[config.mk]
export PLATFORM = sky130hd
export DESIGN_NAME = hpb_port
export DESIGN_NICKNAME = d
export VERILOG_FILES = /design/src/rtl/hpb_pkg.sv /design/src/rtl/hpb_sync.sv /design/src/rtl/hpb_strobe.sv /design/src/rtl/hpb_regs.sv /design/src/rtl/hpb_port.sv
export SDC_FILE = /design/constraint.sdc
export NUM_CORES = 1
export LEC_CHECK = 0
export ABC_AREA = 1
export BUFFER_PORTS_ARGS = -buffer_cell sky130_fd_sc_hd__clkbuf_2
export CORE_MARGIN = 8
export CORE_UTILIZATION = 30
export CTS_CLUSTER_SIZE = 14
export DETAILED_ROUTE_END_ITERATION = 8
export GPL_TIMING_DRIVEN = 0
export HOLD_SLACK_MARGIN = 0.05
export SLEW_MARGIN = 20
export SYNTH_ARGS = -nofsm -noshare
export SYNTH_HDL_FRONTEND = slang
export SYNTH_HIERARCHICAL = 1
export SYNTH_SLANG_ARGS = --single-unit
[constraint.sdc]
create_clock -name clk -period 3.2 [get_ports clk]
set_input_delay 0.64 -clock clk [delete_from_list [all_inputs] [get_ports clk]]
set_output_delay 0.64 -clock clk [all_outputs]
set_load 0.005 [all_outputs]
[src/rtl/hpb_pkg.sv]
package hpb_pkg;

  localparam int unsigned BYTE_W = 8;

  typedef enum logic [2:0] {
    ST_IDLE,
    ST_WRITE,
    ST_DRIVE_CS,
    ST_PULSE_WAIT,
    ST_DRIVE_RW,
    ST_FAULT
  } cyc_state_t;

  function automatic logic [BYTE_W-1:0] status_byte(input logic full, input logic tok);
    return {{(BYTE_W-2){1'b0}}, full, tok};
  endfunction

endpackage

[src/rtl/hpb_sync.sv]
module hpb_sync #(
  parameter int unsigned WIDTH   = 1,
  parameter int unsigned STAGES  = 2,
  parameter logic [WIDTH-1:0] RST_VAL = '0
) (
  input  logic             clk,
  input  logic             rst_n,
  input  logic [WIDTH-1:0] d,
  output logic [WIDTH-1:0] q
);

  generate
    if (STAGES == 1) begin : g_single
      logic [WIDTH-1:0] r_q;
      always_ff @(posedge clk or negedge rst_n) begin
        if (!rst_n) r_q <= RST_VAL;
        else        r_q <= d;
      end
      assign q = r_q;
    end else begin : g_chain
      localparam int unsigned CHAIN_W = STAGES * WIDTH;
      logic [CHAIN_W-1:0] chain;
      always_ff @(posedge clk or negedge rst_n) begin
        if (!rst_n) chain <= {STAGES{RST_VAL}};
        else        chain <= {chain[CHAIN_W-WIDTH-1:0], d};
      end
      assign q = chain[CHAIN_W-1 -: WIDTH];
    end
  endgenerate

endmodule

[src/rtl/hpb_strobe.sv]
module hpb_strobe
  import hpb_pkg::*;
#(
  parameter int unsigned MIN_LOW_CYC = 5
) (
  input  logic              clk,
  input  logic              rst_n,
  input  logic              cs_n_s,
  input  logic              rw_s,
  input  logic              sel_s,
  input  logic [BYTE_W-1:0] data_s,
  output logic              wr_pulse,
  output logic              wr_sel,
  output logic [BYTE_W-1:0] wr_data,
  output logic              drv_active,
  output logic              drv_sel,
  output logic              drv_end,
  output logic              err_set,
  output logic              err_clr
);

  localparam int unsigned CNT_W = $clog2(MIN_LOW_CYC + 1);
  localparam logic [CNT_W-1:0] CNT_MAX = CNT_W'(MIN_LOW_CYC);

  cyc_state_t        state, state_nx;
  logic [CNT_W-1:0]  low_cnt;
  logic              sel_q;
  logic [BYTE_W-1:0] wdata_q;
  logic              drv_nx;

  always_comb begin
    state_nx = state;
    unique case (state)
      ST_IDLE:       if (!cs_n_s) state_nx = rw_s ? ST_DRIVE_CS : ST_WRITE;
      ST_WRITE: begin
        if (cs_n_s)    state_nx = ST_IDLE;
        else if (rw_s) state_nx = sel_q ? ST_FAULT : ST_DRIVE_RW;
      end
      ST_DRIVE_CS:   if (cs_n_s) state_nx = ST_IDLE;
      ST_PULSE_WAIT: begin
        if (cs_n_s)    state_nx = ST_IDLE;
        else if (rw_s) state_nx = ST_DRIVE_RW;
      end
      ST_DRIVE_RW: begin
        if (cs_n_s)     state_nx = ST_IDLE;
        else if (!rw_s) state_nx = ST_PULSE_WAIT;
      end
      ST_FAULT:      if (cs_n_s) state_nx = ST_IDLE;
      default:       state_nx = ST_IDLE;
    endcase
  end

  always_ff @(posedge clk or negedge rst_n) begin
    if (!rst_n) begin
      state   <= ST_IDLE;
      low_cnt <= '0;
      sel_q   <= 1'b0;
      wdata_q <= '0;
    end else begin
      state <= state_nx;
      if (state == ST_IDLE && !cs_n_s) begin
        sel_q   <= sel_s;
        low_cnt <= CNT_W'(1);
        wdata_q <= data_s;
      end else if (state == ST_WRITE && !cs_n_s) begin
        wdata_q <= data_s;
        if (low_cnt != CNT_MAX) low_cnt <= low_cnt + CNT_W'(1);
      end
    end
  end

  assign drv_active = (state == ST_DRIVE_CS) || (state == ST_DRIVE_RW);
  assign drv_nx     = (state_nx == ST_DRIVE_CS) || (state_nx == ST_DRIVE_RW);
  assign drv_end    = drv_active && !drv_nx;
  assign drv_sel    = sel_q;

  assign wr_pulse = (state == ST_WRITE) && cs_n_s && (low_cnt >= CNT_MAX);
  assign wr_sel   = sel_q;
  assign wr_data  = wdata_q;

  assign err_set = (state == ST_WRITE) && !cs_n_s && rw_s && sel_q;
  assign err_clr = (state == ST_IDLE) && !cs_n_s;

  AST_CAPTURE_AFTER_LOW: assert property (@(posedge clk) disable iff (!rst_n)
    wr_pulse |-> $past(!cs_n_s)) else $error("capture without a preceding low strobe");

  AST_OE_RELEASE: assert property (@(posedge clk) disable iff (!rst_n)
    ($past(drv_active) && $past(cs_n_s)) |-> !drv_active) else $error("drive held after strobe end");

  AST_FAULT_NO_DRIVE: assert property (@(posedge clk) disable iff (!rst_n)
    $past(err_set) |-> !drv_active) else $error("drive during faulted window");

endmodule

[src/rtl/hpb_regs.sv]
module hpb_regs
  import hpb_pkg::*;
(
  input  logic              clk,
  input  logic              rst_n,
  input  logic              wr_pulse,
  input  logic              wr_sel,
  input  logic [BYTE_W-1:0] wr_data,
  input  logic              drv_active,
  input  logic              drv_sel,
  input  logic              drv_end,
  input  logic              err_set,
  input  logic              err_clr,
  input  logic              tx_valid,
  input  logic [BYTE_W-1:0] tx_data,
  output logic              tx_ready,
  input  logic              pass_token,
  output logic              rx_valid,
  output logic              rx_sel,
  output logic [BYTE_W-1:0] rx_data,
  output logic [BYTE_W-1:0] drv_byte,
  output logic              token_at_slave,
  output logic              bus_error
);

  logic [BYTE_W-1:0] hold_q;
  logic              hold_full;
  logic              tok_q;
  logic              err_q;
  logic              give_tok;

  assign tx_ready = !hold_full && !(drv_active && !drv_sel);
  assign give_tok = wr_pulse && wr_sel && wr_data[0];

  always_ff @(posedge clk or negedge rst_n) begin
    if (!rst_n) begin
      hold_q    <= '0;
      hold_full <= 1'b0;
    end else if (tx_valid && tx_ready) begin
      hold_q    <= tx_data;
      hold_full <= 1'b1;
    end else if (drv_end && !drv_sel && hold_full) begin
      hold_q    <= '0;
      hold_full <= 1'b0;
    end
  end

  always_ff @(posedge clk or negedge rst_n) begin
    if (!rst_n)          tok_q <= 1'b0;
    else if (give_tok)   tok_q <= 1'b1;
    else if (pass_token) tok_q <= 1'b0;
  end

  always_ff @(posedge clk or negedge rst_n) begin
    if (!rst_n)       err_q <= 1'b0;
    else if (err_set) err_q <= 1'b1;
    else if (err_clr) err_q <= 1'b0;
  end

  always_ff @(posedge clk or negedge rst_n) begin
    if (!rst_n) begin
      rx_valid <= 1'b0;
      rx_sel   <= 1'b0;
      rx_data  <= '0;
    end else begin
      rx_valid <= wr_pulse;
      if (wr_pulse) begin
        rx_sel  <= wr_sel;
        rx_data <= wr_data;
      end
    end
  end

  assign drv_byte       = drv_sel ? status_byte(hold_full, tok_q) : (hold_full ? hold_q : '0);
  assign token_at_slave = tok_q;
  assign bus_error      = err_q;

  AST_TOKEN_DROP: assert property (@(posedge clk) disable iff (!rst_n)
    $fell(tok_q) |-> $past(pass_token)) else $error("token lost without pass");

  AST_HOLD_LOAD: assert property (@(posedge clk) disable iff (!rst_n)
    $rose(hold_full) |-> $past(tx_valid)) else $error("holding filled without offer");

  AST_RX_SINGLE: assert property (@(posedge clk) disable iff (!rst_n)
    rx_valid |=> !rx_valid) else $error("receive strobe longer than one cycle");

endmodule

[src/rtl/hpb_port.sv]
module hpb_port
  import hpb_pkg::*;
#(
  parameter int unsigned MIN_LOW_CYC = 5,
  parameter int unsigned SYNC_STAGES = 2
) (
  input  logic              clk,
  input  logic              rst_n,
  input  logic              host_cs_n,
  input  logic              host_rw,
  input  logic              host_reg_sel,
  input  logic [BYTE_W-1:0] host_d_in,
  output logic [BYTE_W-1:0] host_d_out,
  output logic              host_d_oe,
  output logic              rx_valid,
  output logic              rx_sel,
  output logic [BYTE_W-1:0] rx_data,
  input  logic              tx_valid,
  input  logic [BYTE_W-1:0] tx_data,
  output logic              tx_ready,
  input  logic              pass_token,
  output logic              token_at_slave,
  output logic              bus_error
);

  logic [2:0]        ctl_s;
  logic [BYTE_W-1:0] data_s;
  logic              wr_pulse, wr_sel, drv_active, drv_sel, drv_end, err_set, err_clr;
  logic [BYTE_W-1:0] wr_data;

  hpb_sync #(.WIDTH(3), .STAGES(SYNC_STAGES), .RST_VAL(3'b100)) u_ctl_sync (
    .clk(clk), .rst_n(rst_n),
    .d({host_cs_n, host_rw, host_reg_sel}), .q(ctl_s)
  );

  hpb_sync #(.WIDTH(BYTE_W), .STAGES(SYNC_STAGES), .RST_VAL('0)) u_dat_sync (
    .clk(clk), .rst_n(rst_n), .d(host_d_in), .q(data_s)
  );

  hpb_strobe #(.MIN_LOW_CYC(MIN_LOW_CYC)) u_strobe (
    .clk(clk), .rst_n(rst_n),
    .cs_n_s(ctl_s[2]), .rw_s(ctl_s[1]), .sel_s(ctl_s[0]), .data_s(data_s),
    .wr_pulse(wr_pulse), .wr_sel(wr_sel), .wr_data(wr_data),
    .drv_active(drv_active), .drv_sel(drv_sel), .drv_end(drv_end),
    .err_set(err_set), .err_clr(err_clr)
  );

  hpb_regs u_regs (
    .clk(clk), .rst_n(rst_n),
    .wr_pulse(wr_pulse), .wr_sel(wr_sel), .wr_data(wr_data),
    .drv_active(drv_active), .drv_sel(drv_sel), .drv_end(drv_end),
    .err_set(err_set), .err_clr(err_clr),
    .tx_valid(tx_valid), .tx_data(tx_data), .tx_ready(tx_ready),
    .pass_token(pass_token),
    .rx_valid(rx_valid), .rx_sel(rx_sel), .rx_data(rx_data),
    .drv_byte(host_d_out), .token_at_slave(token_at_slave), .bus_error(bus_error)
  );

  assign host_d_oe = drv_active;

  AST_ERR_QUIET: assert property (@(posedge clk) disable iff (!rst_n)
    $rose(bus_error) |-> !host_d_oe) else $error("pad enabled on bus error");

endmodule

# Yosys cells after proc, flatten, opt, wreduce, memory -nomap -nowiden
# Index checks and enable logic that the tools add are counted.
# totals
word_cells	78
output_inout_bits	22
in_bits	23
register_bits	58
# op_classes
addsub	1
n_eq_ne	8
reduce_logical	29
mux	26
n_lt_le_gt_ge	1
# ops
operator	count
two-way mux 8 bit	6
two-way mux 3 bit	11
one-hot mux 3 bit (5 select lines)	1
logical AND 1 bit	14
nonzero test 2 bit	5
equality test 3 x 2 -> 1 bit, second input constant	3
equality test 3 bit, second input constant	3
two-way mux 1 bit	7
zero test 1 bit	5
adder 3 x 1 -> 3 bit, second input constant	1
equality test 3 x 1 -> 1 bit, second input constant	1
greater-or-equal comparator 3 bit, second input constant	1
zero test 3 bit	1
inequality test 3 bit, second input constant	1
logical OR 1 bit	2
two-way mux 2 bit	1
AND reduction 2 bit	1
OR reduction 2 bit	1

# Longest topological paths before layout
# depth
word_depth	12
mapped_depth	12
mapped_depth_nobuf	11

# Modules after synthesis
# Netlist, hierarchy kept.
# modules_own_cells
mod	cells_each	area_per_inst_um2	instances
hpb_regs	88	915.9	1
hpb_strobe	92	845.8	1
hpb_sync at u_dat_sync	24	460.4	1
hpb_sync at u_ctl_sync	9	175.2	1

# Worst setup path after synthesis
# No wires, ideal clock.
# synth_path
path_type	register to output
from	register u_strobe.state[0]
to	output tx_ready
path_buffers	1
arrival_ns	0.990
required_ns	2.560
path_slack_ns	1.570
stages_incl_launch_ff	6
cell_sequence	dfrtp_1 -> buf_6 -> nor2_1 -> nand2_1 -> nand2_1 -> a21oi_4
# synth_via
elab_chain_len	5
word_cells_on_any_way	6
classes_between	eq/ne: 2; reduce/logical: 4
# synth_rtl
item	line	source
start: declaration	hpb_strobe.sv:25	cyc_state_t state, state_nx;
start signal: assignment	hpb_strobe.sv:60	state <= state_nx;
equality test 3 x 2 -> 1 bit / equality test 3 bit (equally long branches)	hpb_strobe.sv:72	assign drv_active = (state == ST_DRIVE_CS) || (state == ST_DRIVE_RW);
logical OR 1 bit *	hpb_strobe.sv:72	
net host_d_oe	hpb_port.sv:14	output logic host_d_oe,
logical AND 1 bit *	hpb_regs.sv:32	assign tx_ready = !hold_full && !(drv_active && !drv_sel);
zero test 1 bit *	hpb_regs.sv:32	
logical AND 1 bit *	hpb_regs.sv:32	
end: declaration	hpb_port.sv:20	output logic tx_ready,
# The timed path passes the listed nets; every way through them passes the cells marked *.

# Worst setup path after layout
# layout_path
from	register u_strobe.state[1]
to	output tx_ready
# layout_via
elab_chain_len	5
word_cells_on_any_way	6
classes_between	eq/ne: 2; reduce/logical: 4
# layout_rtl
item	line
equality test 3 x 2 -> 1 bit / equality test 3 bit (equally long branches)	hpb_strobe.sv:72
logical OR 1 bit *	hpb_strobe.sv:72
logical AND 1 bit *	hpb_regs.sv:32
zero test 1 bit *	hpb_regs.sv:32
logical AND 1 bit *	hpb_regs.sv:32
# Every way passes the cells marked *; elsewhere a longest branch is shown, timed or not.

==> flow_summary.yaml <==
outcome:
  status: "finished, final reports clean"
clock_tree:
  numCtsBuffers: 9
  cts.path.max_buffers: 2
  ctsHoldBuffers: 0
  cts.sinks: 58
  cts_tree: "built"
  path_clk_slew_ns: 0.06
  clk_latency_ns: 0.33
  cts_resized: 0
  clock-root-buffer: "clkbuf_8"
  h-tree-depth: 3
  cts_setup_buffers: 0
sta:
  setup_violations: 0
  max_clock_freq_mhz: 444
  hold_viol: 0
  maxSlewViolCount: 0
  finClkSkew_ns: 0.0107
  period_share_pct: 70.4
  slew_headroom_pct: 78.8
  tightest_slew_ns: 0.317
  rsz0062_at_grt: "no"
  timing.final.crit_period_ns: 2.25
  fin_tns_setup_ns: 0
critical_path:
  crit_path_frequent_cell: "nand2_1"
  path_depth: 6
  crit_required_ns: 2.56
  path_class: "flop to output port"
  rrSetupSlack_ns: 1.50
  path_cells: "buf_6 -> nor2_1 -> nand2_1 -> nand2_1 -> a21oi_4 -> clkbuf_2"
  cp_slowest_stage_delay_ns: 0.34
  cp.buffers_inverters: 2
  slowest_stage: "dfrtp_1"
  rr_worst_depth: 8
  cp_max_fo: 9
  startpoint_type: "flop"
  endpoint_kind: "output port"
  cp.arrival_ns: 1.61
  crit_family: "flip-flops"
drt:
  via_count: 1625
  ant_nets: 0
  routed_wl_mm: 4.50
  initialDrtViolationCount: 56
  routed_via_density: 4.33
  wl_per_cell_um: 12.0
  drc_errors: 0
  firstDrtPassIters: 4
floorplanning:
  dieArea_um2: 11100
  coreArea_um2: 7730
  pin_count: 45
  start_util_pct: 31.0
  fp-row-count: 32
  dieHeight_um: 105
  die_w_um: 105
synthesis:
  ys_async_sr_fraction_pct: 100
  synth_largest_area_cell: "dfrtp_1"
  synth.net_count: 238
  synth.most_common_cell: "dfrtp_1"
  synth_area_per_cell_um2: 11.3
  synth_area_um2: 2400
  synth-edff-count: 0
  synthCells: 213
  seq_area_frac_synth_pct: 60.6
  synth_seq_cells: 58
  synth.area.top_cells: "dfrtp_1 58%, mux2_2 8.0%, nand2_1 5.5%"
  yosysWarnings: 6
  synth_flop_cell: "dfrtp_1"
  post-synth-top-area-fraction_pct: 58.5
  synth.top_cells.by_count: "56 x dfrtp_1, 35 x nand2_1, 25 x nand3_1"
  ys_types: 27
cells_and_area:
  stdcell_area_um2: 2990
  fill_cells: 764
  drive_gt1_share_pct: 40.7
  fin_nets: 293
  insertedDiodeCount: 0
  synthToLayoutAreaGrowth_pct: 24.8
placed_design:
  routabilityCongestion: 0.796
  portBuffers: 43
  dpl-instance-area_um2: 2760
  dp_hpwl_mm: 3.26
global_routing:
  grt_pass1_vias: 1651
  grt_pass1_wl_mm: 7.82
  antenna_found_initial: 0
  grt_max_degree: 41
  grt_overflow_total: 0
  grt_usage_pct: 8.95
power:
  total_leakage_power_nw: 1.52
  ir_drop_mv: 0.277
  cellPowerDensity_nw_per_um2: 795
hold_path:
  min_path_type: "primary input to asynchronous set/reset pin"
run:
  drv_cap: 0
==> final timing paths <==
| check | to | from |
|---|---|---|
| min in group clk | u_dat_sync/g_chain.chain[12]$_DFF_PN0_ | u_dat_sync/g_chain.chain[4]$_DFF_PN0_ |
| worst max-delay path | tx_ready | u_strobe/state[1]$_DFF_PN0_ |
| max in group asynchronous | u_ctl_sync/g_chain.chain[2]$_DFF_PN1_ | rst_n |
| worst max register to register | u_regs/rx_data[0]$_DFFE_PN0P_ | u_strobe/state[2]$_DFF_PN0_ |
| worst min-delay path | u_regs/rx_data[7]$_DFFE_PN0P_ | rst_n |
| worst min register to register | u_dat_sync/g_chain.chain[12]$_DFF_PN0_ | u_dat_sync/g_chain.chain[4]$_DFF_PN0_ |
==> stage by stage <==
stage	instances	total power, W	hold WS (ns)	worst slack (ns)	util (%)
final	375	0.00238	0.205	0.947	38.7
after global routing	375	0.00254	0.208	0.787	38.7
after CTS	375	0.00242	0.196	0.910	38.7
after detailed placement	359	0.00165	0.336	1.28	35.8
after global placement	358	0.00162	0.332	1.24	35.5
after floorplan	213	0.00141	0.331	1.57	-
==> worst reg2reg max path, cell delays in order (launching register included) <==
cell and delay (ns):
dfrtp_1 0.37, buf_6 0.15, inv_2 0.06, nand2_1 0.06, nor2_2 0.10, nand3_1 0.09, nor2_1 0.11, buf_2 0.27
mux2_2 0.37
==> cells in the final DEF (no fill, tap or decap), drive strengths merged <==
cell type	netlist	final
dfrtp	56	56
clkbuf	0	55
nand2	37	37
nand3	26	26
nor2	24	24
buf	19	20
mux2	17	17
inv	16	16
o21ai	6	6
a21oi	4	4
bufinv	0	2
dfstp	2	2
ha	2	2
clkinv	0	2
o21bai	1	1
o211ai	1	1
nor3	1	1
a31oi	1	1
==> final cells by class <==
cell class,instances,area (µm²),share of cell area (%)
sequential,58,1450,48.6
multi-input combinational,120,724,24.2
timing repair buffer,44,238,7.95
buffer,19,156,5.23
clock buffer,12,155,5.19
tap,102,128,4.27
clock inverter,4,73.8,2.47
inverter,16,62.6,2.09
==> logic make-up (layout without fill, tap and decap cells) <==
family | count (synthesis) | after routing | share of synthesized area [%]
mux | 17 | 17 | 7.99
fa+ha+maj | 2 | 2 | 1.04
simple gates | 88 | 88 | 16.8
compound gates | 13 | 13 | 4.38
buf+inv | 35 | 95 | 9.13
flops | 58 | 58 | 60.6
==> metal layers <==
metal / share of wire, % / GRT usage (%)
met1: 45 / 10.3
met2: 44 / 13.1
met3: 6.9 / 4.63
met4: 3.2 / 5.10
met5: 0 / 0
==> power breakdown <==
| group | switching, W | total, W | internal [W] |
|---|---|---|---|
| combinational | 0.000334 | 0.000625 | 0.000292 |
| sequential | 0.0000886 | 0.000991 | 0.000903 |
| clock | 0.000280 | 0.000761 | 0.000481 |
| total | 0.000702 | 0.00238 | 0.00168 |
==> registers in the layout, indices dropped and copies added (netlist names) <==
register	flops
u_dat_sync/g_chain.chain	16
u_regs/hold_q	8
u_regs/rx_data	8
u_strobe/wr_data	8
u_ctl_sync/g_chain.chain	6
u_strobe/low_cnt	3
u_strobe/state	3
u_regs/bus_error	1
u_regs/hold_full	1
u_regs/rx_sel	1
u_regs/rx_valid	1
u_regs/token_at_slave	1
u_strobe/drv_sel	1
Power figures use the tool's default switching activity.
